$ cat src/rtl/fbdiv_pkg.sv
package fbdiv_pkg;
  localparam int SET_W   = 10;
  localparam int RATIO_W = 13;
  localparam int LOW_W   = 8;

  typedef logic [SET_W-1:0]   setting_t;
  typedef logic [RATIO_W-1:0] ratio_t;

  localparam ratio_t RATIO_MIN = ratio_t'(3500);
  localparam ratio_t RATIO_MAX = ratio_t'(4320);
  localparam ratio_t RATIO_RST = ratio_t'(4000);

  // Top setting bit -> ratio bit 12; next bit -> ratio bits 11 and 10;
  // low byte -> ratio bits 9..2; ratio bits 1..0 are zero.
  function automatic ratio_t expand_setting(setting_t s);
    ratio_t r;
    r = '0;
    r[RATIO_W-1]       = s[SET_W-1];
    r[RATIO_W-2]       = s[SET_W-2];
    r[RATIO_W-3]       = s[SET_W-2];
    r[LOW_W+1:2]       = s[LOW_W-1:0];
    return r;
  endfunction
endpackage

$ cat src/rtl/fbdiv_decode.sv
module fbdiv_decode
  import fbdiv_pkg::*;
#(
  parameter ratio_t MIN_RATIO = RATIO_MIN,
  parameter ratio_t MAX_RATIO = RATIO_MAX
) (
  input  setting_t setting_i,
  output ratio_t   ratio_o,
  output logic     legal_o
);
  ratio_t expanded;

  always_comb begin
    expanded = expand_setting(setting_i);
    ratio_o  = expanded;
    legal_o  = (expanded >= MIN_RATIO) && (expanded <= MAX_RATIO);
  end
endmodule

$ cat src/rtl/fbdiv_hold.sv
module fbdiv_hold
  import fbdiv_pkg::*;
#(
  parameter ratio_t RST_RATIO = RATIO_RST
) (
  input  logic   clk_i,
  input  logic   rst_ni,
  input  ratio_t cand_i,
  input  logic   legal_i,
  output ratio_t held_o,
  output logic   err_o
);
  ratio_t held_q, held_d;
  logic   err_q, err_d;
  logic   held_en;

  always_comb begin
    held_en = legal_i;
    held_d  = held_en ? cand_i : held_q;
    err_d   = ~legal_i;
  end

  always_ff @(posedge clk_i or negedge rst_ni) begin
    if (!rst_ni) begin
      held_q <= RST_RATIO;
      err_q  <= 1'b0;
    end else begin
      held_q <= held_d;
      err_q  <= err_d;
    end
  end

  assign held_o = held_q;
  assign err_o  = err_q;
endmodule

$ cat src/rtl/fbdiv_counter.sv
module fbdiv_counter
  import fbdiv_pkg::*;
#(
  parameter ratio_t RST_RATIO = RATIO_RST
) (
  input  logic   clk_i,
  input  logic   rst_ni,
  input  ratio_t ratio_i,
  output ratio_t active_o,
  output logic   tc_o,
  output logic   div_o
);
  localparam ratio_t ONE = ratio_t'(1);

  ratio_t cnt_q, cnt_d;
  ratio_t act_q, act_d;
  logic   div_q, div_d;
  logic   at_tc;

  always_comb begin
    at_tc = (cnt_q == '0);
    if (at_tc) begin
      cnt_d = ratio_i - ONE;
      act_d = ratio_i;
    end else begin
      cnt_d = cnt_q - ONE;
      act_d = act_q;
    end
    div_d = (cnt_d >= (act_d >> 1));
  end

  always_ff @(posedge clk_i or negedge rst_ni) begin
    if (!rst_ni) begin
      cnt_q <= RST_RATIO - ONE;
      act_q <= RST_RATIO;
      div_q <= 1'b1;
    end else begin
      cnt_q <= cnt_d;
      act_q <= act_d;
      div_q <= div_d;
    end
  end

  assign active_o = act_q;
  assign tc_o     = at_tc;
  assign div_o    = div_q;
endmodule

$ cat src/rtl/fbdiv_top.sv
module fbdiv_top
  import fbdiv_pkg::*;
#(
  parameter ratio_t MIN_RATIO = RATIO_MIN,
  parameter ratio_t MAX_RATIO = RATIO_MAX,
  parameter ratio_t RST_RATIO = RATIO_RST
) (
  input  logic                  clk_i,
  input  logic                  rst_ni,
  input  logic [SET_W-1:0]      setting_i,
  output logic                  div_clk_o,
  output logic                  tc_o,
  output logic                  range_err_o
);
  ratio_t cand_ratio;
  logic   cand_legal;
  ratio_t hold_ratio;
  ratio_t act_ratio;

  fbdiv_decode #(
    .MIN_RATIO (MIN_RATIO),
    .MAX_RATIO (MAX_RATIO)
  ) u_decode (
    .setting_i (setting_i),
    .ratio_o   (cand_ratio),
    .legal_o   (cand_legal)
  );

  fbdiv_hold #(
    .RST_RATIO (RST_RATIO)
  ) u_hold (
    .clk_i   (clk_i),
    .rst_ni  (rst_ni),
    .cand_i  (cand_ratio),
    .legal_i (cand_legal),
    .held_o  (hold_ratio),
    .err_o   (range_err_o)
  );

  fbdiv_counter #(
    .RST_RATIO (RST_RATIO)
  ) u_count (
    .clk_i    (clk_i),
    .rst_ni   (rst_ni),
    .ratio_i  (hold_ratio),
    .active_o (act_ratio),
    .tc_o     (tc_o),
    .div_o    (div_clk_o)
  );
endmodule

$ cat config.mk
export PLATFORM = sky130hd
export DESIGN_NAME = fbdiv_top
export DESIGN_NICKNAME = d
export VERILOG_FILES = /design/src/rtl/fbdiv_pkg.sv /design/src/rtl/fbdiv_decode.sv /design/src/rtl/fbdiv_hold.sv /design/src/rtl/fbdiv_counter.sv /design/src/rtl/fbdiv_top.sv
export SDC_FILE = /design/constraint.sdc
export NUM_CORES = 1
export LEC_CHECK = 0
export ABC_AREA = 1
export BUFFER_PORTS_ARGS = -buffer_cell sky130_fd_sc_hd__buf_2
export CORE_MARGIN = 1
export CORE_UTILIZATION = 50
export DETAILED_ROUTE_END_ITERATION = 8
export PLACE_DENSITY = 0.64
export SLEW_MARGIN = 20
export SYNTH_ARGS = -nofsm -noshare
export SYNTH_HDL_FRONTEND = slang
export SYNTH_SLANG_ARGS = --single-unit
$ cat constraint.sdc
create_clock -name clk_i -period 3.4 [get_ports clk_i]
set_input_delay 0.34 -clock clk_i [delete_from_list [all_inputs] [get_ports clk_i]]
set_output_delay 0.34 -clock clk_i [all_outputs]
set_load 0.01 [all_outputs]
# Word level (Yosys, flattened, before mapping)

Cells that the tools add are included.

Add/sub/neg operators: 2
Magnitude comparators: 3
Mux-type cells: 2
Bitwise logic cells: 1
Reduce and logical (&&, ||, !) cells: 2

Operators by type and width:

| kind                  | number |
|---|---|
| $mux 13               | 2 |
| $sub 13x1->13 const B | 2 |
| $ge 13x12->1          | 1 |
| $ge 13x12->1 const B  | 1 |
| $le 13x13->1 const B  | 1 |
| $logic_not 13->1      | 1 |
| $logic_and 1x1->1     | 1 |
| $not 1->1             | 1 |

Register bits after elaboration: 38
Input bits: 12
Output and inout bits: 3
Logic and storage cells: 15

# Depth between registers and ports, before layout

Gate-level depths: netlist of run 1.

Depth after elaboration: 3
Depth in mapped cells: 21
Depth with buffers taken out: 20

# Cells and area by module

A second synthesis of run 1 with hierarchy kept.

Cells, all modules: 330
Area, all modules: 2474.9 µm²

Modules (own cells, without submodules):

| module        | times used | cells each | area each (µm²) | seq. area each (µm²) |
|---|---|---|---|---|
| fbdiv_counter | 1          | 231        | 1724.2          | 696.9 |
| fbdiv_hold    | 1          | 56         | 526.8           | 357.8 |
| fbdiv_decode  | 1          | 43         | 224.0           | 0.0 |

# Worst setup path after synthesis of run 1

OpenSTA, ideal clock, no wires.

Path kind: reg-to-reg
Start point: register u_count.cnt_q[0]
End point: register u_count.div_q, in the netlist u_count.div_o
Setup time: 0.076 ns
Data arrival time: 2.210 ns
Required time: 3.324 ns
Setup slack: 1.114 ns
Cell stages (with the launch flop): 21
Buffers on the path: 1
Clock period less this slack: 2.286 ns
Path through: dfstp_2 inv_1 ha_1 nand2_1 nor2_2 nand2_4 inv_4 buf_4 o21ai_0 inv_1 ha_1 a21oi_1 nand2_1 nand2_1 nand2_1 nand2_1 nand2_1 nand2_1 nand2_1 nand2_1 nand2_1

Longest elaborated chain between the ends: 3
Elaborated cells between the ends (all ways): 5
Classes of those cells: 1 x add/sub; 1 x order compare; 2 x mux; 1 x reduce/logical

RTL lines:

| what                   | line                | RTL |
|---|---|---|
| start, declared        | fbdiv_counter.sv:15 | `ratio_t cnt_q, cnt_d;` |
| start signal, assigned | fbdiv_counter.sv:34 | `cnt_q <= RST_RATIO - ONE;` |
| start signal, assigned | fbdiv_counter.sv:38 | `cnt_q <= cnt_d;` |
| $logic_not 13->1       | fbdiv_counter.sv:21 | `at_tc = (cnt_q == '0);` |
| net tc_o               | fbdiv_top.sv:12     | `output logic tc_o,` |
| $mux 13                | fbdiv_counter.sv:22 | `if (at_tc) begin` |
| net u_count.cnt_d[2]   | fbdiv_counter.sv:15 |  |
| $ge 13x12->1           | fbdiv_counter.sv:29 | `div_d = (cnt_d >= (act_d >> 1));` |
| net u_count.div_d      | fbdiv_counter.sv:17 | `logic div_q, div_d;` |
| end signal, assigned   | fbdiv_counter.sv:40 | `div_q <= div_d;` |
| end, declared          | fbdiv_counter.sv:17 |  |

The timed path passes the listed nets, and every way through them passes these cells.
A chain may end at the register's enable or synchronous reset.

# Final worst setup path of run 1

Start point: register u_count.cnt_q[0]
End point: register u_count.div_q, in the netlist u_count.div_o

Longest elaborated chain between the ends: 3
Elaborated cells between the ends (all ways): 5
Classes of those cells: 1 x add/sub; 1 x order compare; 2 x mux; 1 x reduce/logical

RTL lines:

| what                                              | line |
|---|---|
| $sub 13x1->13 or $logic_not 13->1 (tied branches) | fbdiv_counter.sv:26, fbdiv_counter.sv:21 |
| $mux 13 *                                         | fbdiv_counter.sv:22 |
| net u_count.cnt_d[2]                              | fbdiv_counter.sv:15 |
| $ge 13x12->1 *                                    | fbdiv_counter.sv:29 |
| net u_count.div_d                                 | fbdiv_counter.sv:17 |

Mark *: on every way through the listed nets, which the timed path passes. The rest lies on a longest branch.

==> results of run 1 <==
[per-stage QoR]
stage | worst slack [ps] | hold slack (ps) | instance area (um^2) | cells
2_1_floorplan | 1114 | 44.41 | 2366 | 303
3_3_place_gp | 842.2 | 457.0 | 2460 | 365
3_5_place_dp | 728.9 | 464.5 | 2460 | 365
4_1_cts | 697.9 | 176.6 | 2542 | 373
5_1_grt | 427.5 | 211.9 | 2542 | 373
6_report | 714.4 | 149.7 | 2542 | 373
[cells by family (layout without fill, tap and decap cells)]
| group | Yosys count | count (layout) | share of synthesized area (%) |
|---|---|---|---|
| fa+ha+maj | 15 | 15 | 7.932 |
| compound gates | 37 | 37 | 9.096 |
| mux | 1 | 1 | 0.4231 |
| buf+inv | 61 | 79 | 10.89 |
| xor+xnor | 10 | 10 | 3.702 |
| flops | 37 | 37 | 40.30 |
| simple gates | 142 | 142 | 27.66 |
[synthesized netlist by cell type (2+ instances only)]
master / count / area (um^2)
sky130_fd_sc_hd__xor2_1: 9 / 78.83
sky130_fd_sc_hd__dfrtp_1: 15 / 375.4
sky130_fd_sc_hd__nand2_4: 2 / 22.52
sky130_fd_sc_hd__ha_1: 15 / 187.7
sky130_fd_sc_hd__nand3_1: 20 / 100.1
sky130_fd_sc_hd__dfstp_2: 22 / 578.1
sky130_fd_sc_hd__nand2_1: 72 / 270.3
sky130_fd_sc_hd__nor2_4: 2 / 22.52
sky130_fd_sc_hd__buf_4: 2 / 15.01
sky130_fd_sc_hd__nand2_2: 5 / 31.28
sky130_fd_sc_hd__o21ai_1: 6 / 30.03
sky130_fd_sc_hd__nor2_2: 3 / 18.77
sky130_fd_sc_hd__nand4_1: 5 / 31.28
sky130_fd_sc_hd__nor3_1: 8 / 40.04
sky130_fd_sc_hd__nor2_1: 21 / 78.83
sky130_fd_sc_hd__o21ai_2: 7 / 61.31
sky130_fd_sc_hd__inv_1: 55 / 206.5
sky130_fd_sc_hd__a21oi_1: 8 / 40.04
sky130_fd_sc_hd__o21ai_0: 14 / 70.07
[flip-flops by register name, summed over array words and instances, names as in the netlist]
signal	cells
u_count.cnt_q	13
u_hold.held_o	10
u_count.div_o	1
u_hold.err_o	1
u_count.active_o	12
[worst max-delay path, delay by kind of cell (launching register included)]
| kind | cells | cell delay (ps) |
|---|---|---|
| and+or+nand+nor | 12 | 850 |
| DFF | 1 | 530 |
| adders and majority gates | 2 | 520 |
| AOI/OAI and AO/OA | 2 | 380 |
| buffers and inverters | 3 | 320 |
[where the power goes]
group          leakage, nW  switching, W  total, W  internal (W)
combinational        0.849      0.000334  0.000548      0.000214
clock               0.0450      0.000149  0.000291      0.000142
sequential           0.420     0.0000807  0.000674      0.000593
total                 1.31      0.000564   0.00151      0.000949
[how the worst max path moves through the flow]
stage / start / endpoint / slack [ps] / cells past startpoint
global placement: u_count.cnt_q[0] / u_count.div_o / 840 / 19
finish: u_count.cnt_q[0] / u_count.div_o / 710 / 19
CTS: u_count.cnt_q[0] / u_count.div_o / 700 / 19
detailed placement: u_count.cnt_q[0] / u_count.div_o / 730 / 19
global route: u_count.cnt_q[0] / u_count.div_o / 430 / 19
floorplan: u_count.cnt_q[0] / u_count.div_o / 1110 / 20
[cells in the final DEF, fill, tap and decap left out]
master                      n
sky130_fd_sc_hd__inv_2      1
sky130_fd_sc_hd__a21oi_1    8
sky130_fd_sc_hd__nand2_2    5
sky130_fd_sc_hd__inv_1     55
sky130_fd_sc_hd__dfstp_2   22
sky130_fd_sc_hd__buf_2     14
sky130_fd_sc_hd__nand3_1   20
sky130_fd_sc_hd__nand2_1   72
sky130_fd_sc_hd__nor2_2     3
sky130_fd_sc_hd__clkinv_2   2
sky130_fd_sc_hd__o22ai_1    1
sky130_fd_sc_hd__nor3_2     1
sky130_fd_sc_hd__nand4_1    5
sky130_fd_sc_hd__mux2i_1    1
sky130_fd_sc_hd__clkbuf_1   1
sky130_fd_sc_hd__o21ai_0   14
sky130_fd_sc_hd__o21a_1     1
sky130_fd_sc_hd__xor2_1     9
sky130_fd_sc_hd__nor3_1     8
sky130_fd_sc_hd__dfrtp_1   15
sky130_fd_sc_hd__nand2_4    2
sky130_fd_sc_hd__inv_4      1
sky130_fd_sc_hd__nor2_4     2
sky130_fd_sc_hd__nor2_1    21
sky130_fd_sc_hd__clkbuf_8   5
sky130_fd_sc_hd__nand4_2    1
sky130_fd_sc_hd__ha_1      15
sky130_fd_sc_hd__nor4_1     1
sky130_fd_sc_hd__o21ai_1    6
sky130_fd_sc_hd__nand3_2    1
sky130_fd_sc_hd__o21ai_2    7
sky130_fd_sc_hd__xnor2_1    1
[metal layers]
| layer | share of wire [%] | routed length, um | global-route usage [%] |
|---|---|---|---|
| met1 | 47 | 2096 | 25.75 |
| met2 | 49 | 2190 | 36.75 |
| met3 | 2.9 | 131 | 4.701 |
| met4 | 1.2 | 55 | 6.444 |
| met5 | 0 | 0 | 0 |
[area by class of cell]
cell class	instances	area, um^2	share of cell area [%]
Sequential cell	37	953.4	37.50
Tap cell	52	65.06	2.559
Multi-Input combinational cell	205	1155	45.42
Clock buffer	6	72.57	2.854
Inverter	57	216.5	8.514
Timing Repair Buffer	14	70.07	2.756
Clock inverter	2	10.01	0.3937
==> results.rst, run 1 <==
.. list-table::
   :header-rows: 1

   * - Metric
     - Value
   * - Status
     - finished clean
   * - Die Width
     - 70.79 um
   * - Std-Cell Rows
     - 24
   * - Number of nets with antenna violations after detailed routing
     - 0
   * - Antenna violations before repair
     - 0
   * - Routability-driven placement congestion ratio
     - 0.8372
   * - Pwr Density
     - 595.0 nW/um^2
   * - Share of synthesized area occupied by flip-flops and latches
     - 40.30%
   * - Depth of the CTS H-tree
     - 2
   * - Category of the most critical setup path
     - reg2reg
   * - Global-route usage over all layers
     - 20.96%
   * - Max capacitance violation total
     - 0
   * - Worst voltage drop across the vdd grid
     - 258.2 uV
   * - Starting Density
     - 53.24%
   * - Clk sinks
     - 37
   * - Remaining max-slew budget at the tightest pin
     - 45.53%
   * - Number of different library cells in the post-synthesis netlist
     - 31
   * - RSZ-0062 raised after global routing
     - false
   * - Post-synth EDFFs
     - 0
   * - Signed area change from the synthesized netlist to the final layout
     - 7.456%
   * - Top flip-flop cell by instance count after synthesis
     - sky130_fd_sc_hd__dfstp_2
   * - Setup Buffers After CTS
     - 0
   * - Lkg Pwr
     - 1.314 nW
   * - First-pass iteration count of the detailed router
     - 4
   * - Grt ovf
     - 0
   * - Final-report setup violation count
     - 0
   * - Post-detailed-route via-to-cell ratio
     - 4.971
   * - Overall power after layout
     - 0.001513 W
   * - Average cell area after synthesis
     - 7.809 um^2
   * - Clock buffer count from CTS
     - 5
   * - Cell area after technology mapping
     - 2366 um^2
   * - Warnings from Yosys
     - 0
   * - TNS Setup
     - 0 ps
   * - Clock network latency to the later pin of the worst-skew pair
     - 280 ps
   * - Total of fill cells in the finished design
     - 428
   * - Required time reported for the critical path endpoint
     - 3610 ps
   * - Endpoints failing hold
     - 0
   * - Count of inserted antenna diode cells
     - 0
   * - Vertical die dimension
     - 70.79 um
   * - Clock-pin slew on the worst setup and hold paths
     - 70 ps
   * - Area of the die
     - 5011 um^2
   * - Ports
     - 15
   * - Root cell of the clock tree
     - sky130_fd_sc_hd__clkbuf_8
   * - Number of violations reported at the end of detailed-routing iteration 0
     - 59
   * - Worst Tran Pin Value
     - 817.1 ps
   * - Total detailed-routing wirelength
     - 4474 um
   * - Worst path arrival time
     - 2900 ps
   * - Cell occurring most often along the worst timing path
     - sky130_fd_sc_hd__nand2_1
   * - TritonCTS clock tree
     - done
   * - Ratio of cells with drive above 1 in the final layout
     - 20.87%
   * - Number of hold buffers added after CTS
     - 0
   * - Top fanout value on the critical path
     - 25
   * - Highest-delay cell along the critical path
     - sky130_fd_sc_hd__dfstp_2
   * - Type of the worst min-delay path
     - in2async
   * - Min cycle time layout
     - 2686 ps
   * - Post-layout utilization of the core
     - 57.21%
   * - Post-CTS sizing
     - 0
   * - Cell depth of the worst flop-to-flop path
     - 19
   * - Number of vias in the routed layout
     - 1,854
   * - Ratio of final minimum period to clock period
     - 78.99%
   * - Critical-path cell list
     - inv_1, ha_1, nand2_1, nor2_2, nand2_4, inv_4, o21ai_0, inv_1, ha_1, a21oi_1, nand2_1, nand2_1, nand2_1, nand2_1, nand2_1, nand2_1, nand2_1, nand2_1, nand2_1
   * - Capture point of the worst reg-to-reg path
     - u_count.div_o
   * - Final routed DRC violation total
     - 0
   * - Synth Register Bits
     - 37
   * - Startpoint types
     - flip-flop
   * - Sort of element at the end of the critical path
     - flip-flop
   * - WL per Instance
     - 11.99 um
   * - Core region area
     - 4444 um^2
   * - Final HPWL from detailed placement
     - 3460 um
   * - Wire length of the first global-routing pass
     - 8197 um
   * - Count of port buffers added during placement
     - 14
   * - Worst Skew
     - 8.472 ps
   * - F_max
     - 372.4 MHz
   * - Number of nets in the layout
     - 347
   * - Number of max-slew violations in the final report
     - 0
   * - Maximum cell stage delay along the critical path
     - 530 ps
   * - Post-Syn Instances
     - 303
   * - Setup slack on the worst flop-to-flop path
     - 710 ps
   * - Startpoint of the worst-slack reg-to-reg timing path
     - u_count.cnt_q[0]
   * - Clock buffer depth
     - 2
   * - Share of async-settable or async-resettable flops after synthesis
     - 100.0%
   * - Syn Nets
     - 330
   * - Number of global-route vias before repair
     - 1,884
   * - Pin count of the biggest net entering global routing
     - 38
Power figures use the tool's default switching activity.
==> run 2, diff against run 1 <==
PLACE_DENSITY = 0.66   (was 0.64)
clock period = 2.4 ns   (was 3.4 ns; I/O delays follow)
==> run 2 against run 1 <==
Sequential power grew 42%; non-clock buffer count grew 15; utilization grew 8.4 points; flip-flop and latch count is the same; clock skew shrank 1.5 ps.
==> results.rst, run 2 (synthesized netlist as in run 1, its figures left out) <==
.. list-table::
   :header-rows: 1

   * - Metric
     - Value
   * - Std-Cell Rows
     - 24 (unchanged)
   * - Worst voltage drop across the vdd grid
     - 368.4 uV (+43%)
   * - Number of buffer and inverter instances along the worst setup path
     - 3 (unchanged)
   * - Final HPWL from detailed placement
     - 3549 um (+2.6%)
   * - Required time reported for the critical path endpoint
     - 2620 ps (-990 ps)
   * - Signed area change from the synthesized netlist to the final layout
     - 23.27%
   * - Combined flip-flop and latch cell area
     - 953.4 um^2 (unchanged)
   * - Vertical die dimension
     - 70.79 um (unchanged)
   * - Sort of element at the end of the critical path
     - flip-flop
   * - Final hold slack
     - 30.56 ps (-119.1 ps)
   * - Total placed instance area
     - 2505 um^2 (+1.8%)
   * - TritonCTS clock tree
     - done
   * - Total detailed-routing wirelength
     - 4938 um (+10%)
   * - Final WS setup
     - 70.94 ps (-643.4 ps)
   * - Startpoint types
     - flip-flop
   * - Clock buffer depth
     - 2 (unchanged)
   * - Pin count of the biggest net entering global routing
     - 38 (unchanged)
   * - Final-report setup violation count
     - 0 (unchanged)
   * - Total of fill cells in the finished design
     - 377 (-12%)
   * - Global-route usage over all layers
     - 20.13% (-0.83 points)
   * - Leading cell types in the layout, fill and taps excluded
     - 67 x sky130_fd_sc_hd__nand2_1, 50 x sky130_fd_sc_hd__inv_1, 22 x sky130_fd_sc_hd__dfstp_2
   * - Depth of the CTS H-tree
     - 2 (unchanged)
   * - Category of the most critical setup path
     - reg2reg
   * - Number of global-route vias before repair
     - 1,813 (-3.8%)
   * - Number of nets with antenna violations after detailed routing
     - 0 (unchanged)
   * - Count of port buffers added during placement
     - 14 (unchanged)
   * - Number of max-slew violations in the final report
     - 0 (unchanged)
   * - Clk sinks
     - 37 (unchanged)
   * - F_max
     - 429.4 MHz (+15%)
   * - RSZ-0062 raised after global routing
     - true
   * - Ports
     - 15 (unchanged)
   * - Clock power frac
     - 24.3% (+5.1 points)
   * - First-pass iteration count of the detailed router
     - 6 (+2)
   * - Worst Skew
     - 7.018 ps (-1.454 ps)
   * - Pwr Density
     - 890.9 nW/um^2 (+50%)
   * - Type of the worst min-delay path
     - in2async
   * - Post-route standard cell area excluding fillers
     - 2917 um^2 (+15%)
   * - Final routed DRC violation total
     - 0 (unchanged)
   * - Register ranked first by flip-flop count
     - u_count.cnt_q
   * - Top fanout value on the critical path
     - 8 (-68%)
   * - Overall power after layout
     - 0.002598 W (+72%)
   * - Pre-CTS setup slack
     - -4.837 ps (-733.7 ps)
   * - Critical-path cell list
     - inv_4, ha_4, nand2_2, nor2_2, nand2_4, buf_4, o21ai_2, inv_1, ha_4, a21oi_2, nand2_1, nand2_1, nand2_1, nand2_1, nand2_1, nand2_1, nand2_1, nand2_1, nand2_1
   * - Worst path arrival time
     - 2550 ps (-350 ps)
   * - Dpl cells
     - 371 (+1.6%)
   * - Lkg Pwr
     - 1.434 nW (+9.1%)
   * - Clock network latency to the later pin of the worst-skew pair
     - 290 ps (about the same)
   * - Die Width
     - 70.79 um (unchanged)
   * - Cell occurring most often along the worst timing path
     - sky130_fd_sc_hd__nand2_1
   * - Cell-internal power
     - 0.001689 W (+78%)
   * - Post-Layout Cell Count
     - 388 (+4.0%)
   * - Antenna violations before repair
     - 0 (unchanged)
   * - Number of flip-flops in the largest register
     - 13 (unchanged)
   * - Core region area
     - 4444 um^2 (unchanged)
   * - Sw power
     - 0.0009093 W (+61%)
   * - Switching share of total power
     - 35.00% (-2.3 points)
   * - Count of inserted antenna diode cells
     - 0 (unchanged)
   * - Number of nets in the layout
     - 362 (+4.3%)
   * - Footprint of the multi-input gates
     - 1344 um^2 (+16%)
   * - Root cell of the clock tree
     - sky130_fd_sc_hd__clkbuf_8
   * - Maximum cell stage delay along the critical path
     - 380 ps (-150 ps)
   * - Worst Tran Pin Value
     - 797.5 ps (-19.54 ps)
   * - Max capacitance violation total
     - 0 (unchanged)
   * - Grt ovf
     - 0 (unchanged)
   * - Status
     - finished clean
   * - Endpoints failing hold
     - 0 (unchanged)
   * - Post-detailed-route via-to-cell ratio
     - 5.018 (+0.96%)
   * - Clock buffer count from CTS
     - 5 (unchanged)
   * - Number of violations reported at the end of detailed-routing iteration 0
     - 148 (+150%)
   * - Clock-pin slew on the worst setup and hold paths
     - 70 ps (about the same)
   * - Sequential fraction of design power
     - 36.8% (-7.7 points)
   * - Number of hold buffers added after CTS
     - 0 (unchanged)
   * - Crit path max-delay family
     - simple AND/OR/NAND/NOR gates
   * - Remaining max-slew budget at the tightest pin
     - 46.83% (+1.3 points)
   * - WL per Instance
     - 12.73 um (+6.1%)
   * - Number of vias in the routed layout
     - 1,947 (+5.0%)
   * - Ratio of cells with drive above 1 in the final layout
     - 34.82% (+14 points)
   * - Highest-delay cell along the critical path
     - sky130_fd_sc_hd__dfstp_2
   * - Wire length of the first global-routing pass
     - 7990 um (-2.5%)
   * - Leading cell type in the layout, fill and taps excluded
     - sky130_fd_sc_hd__nand2_1
   * - Area of the die
     - 5011 um^2 (unchanged)
   * - Min cycle time layout
     - 2329 ps (-356.6 ps)
   * - Combinational share of power
     - 38.9% (+2.7 points)
   * - Starting Density
     - 53.24% (unchanged)
   * - Ratio of final minimum period to clock period
     - 97.04% (+18 points)
   * - Routability-driven placement congestion ratio
     - 0.7804 (-6.8%)
run 2: power by group through the flow:
stage	registers (W)	clock network (W)	logic, W
floorplan	0.000944	0	0.000600
global placement	0.000962	0	0.000784
detailed placement	0.000965	0	0.000795
CTS	0.000954	0.000647	0.000800
global route	0.000976	0.000669	0.00116
finish	0.000957	0.000632	0.00101
run 2: worst paths after layout:
| check | start | to | slack (ps) | depth (start not counted) |
|---|---|---|---|---|
| setup reg to reg | u_count.cnt_q[0] | u_count.div_o | 70 | 19 |
| setup / recovery | u_count.cnt_q[0] | u_count.div_o | 70 | 19 |
| hold reg to reg | u_hold.held_o[5] | u_hold.held_o[5] | 470 | 2 |
| min in group clk_i | setting_i[3] | u_hold.held_o[5] | 190 | 3 |
| max in group asynchronous | rst_ni | u_count.cnt_q[5] | 1860 | 1 |
| hold / removal | rst_ni | u_count.active_o[4] | 30 | 1 |
run 2: timing repair:
item | 4_1_cts | 5_1_grt
pin swaps | 1 | 7
setup buffers | 1 | 8
resized for setup | 0 | 54
setup endpoints to repair | 1 | 1
run 2: layout make-up:
type	instances	area share, %
clock buffers	5	2.360
clock inverters	3	2.231
inverters	57	7.765
multi-input cells	205	46.07
flip-flops and latches	37	32.69
well taps	52	2.231
repair buffers	29	6.650
run 2: metrics by stage:
step | util (%) | TNS, ps
2_1_floorplan | - | 0
3_3_place_gp | 56.36 | -2.063
3_5_place_dp | 56.36 | -4.837
4_1_cts | 59.54 | 0
5_1_grt | 65.63 | -135.9
6_report | 65.63 | 0
run 2: routing by layer:
| metal | wire length, um | up-vias | global-route usage [%] |
|---|---|---|---|
| li1 | - | 1030 | - |
| met1 | 2304 | 878 | 27.44 |
| met2 | 2446 | 33 | 33.12 |
| met3 | 126 | 6 | 3.419 |
| met4 | 61 | 0 | 6.000 |
| met5 | 0 | - | 0 |
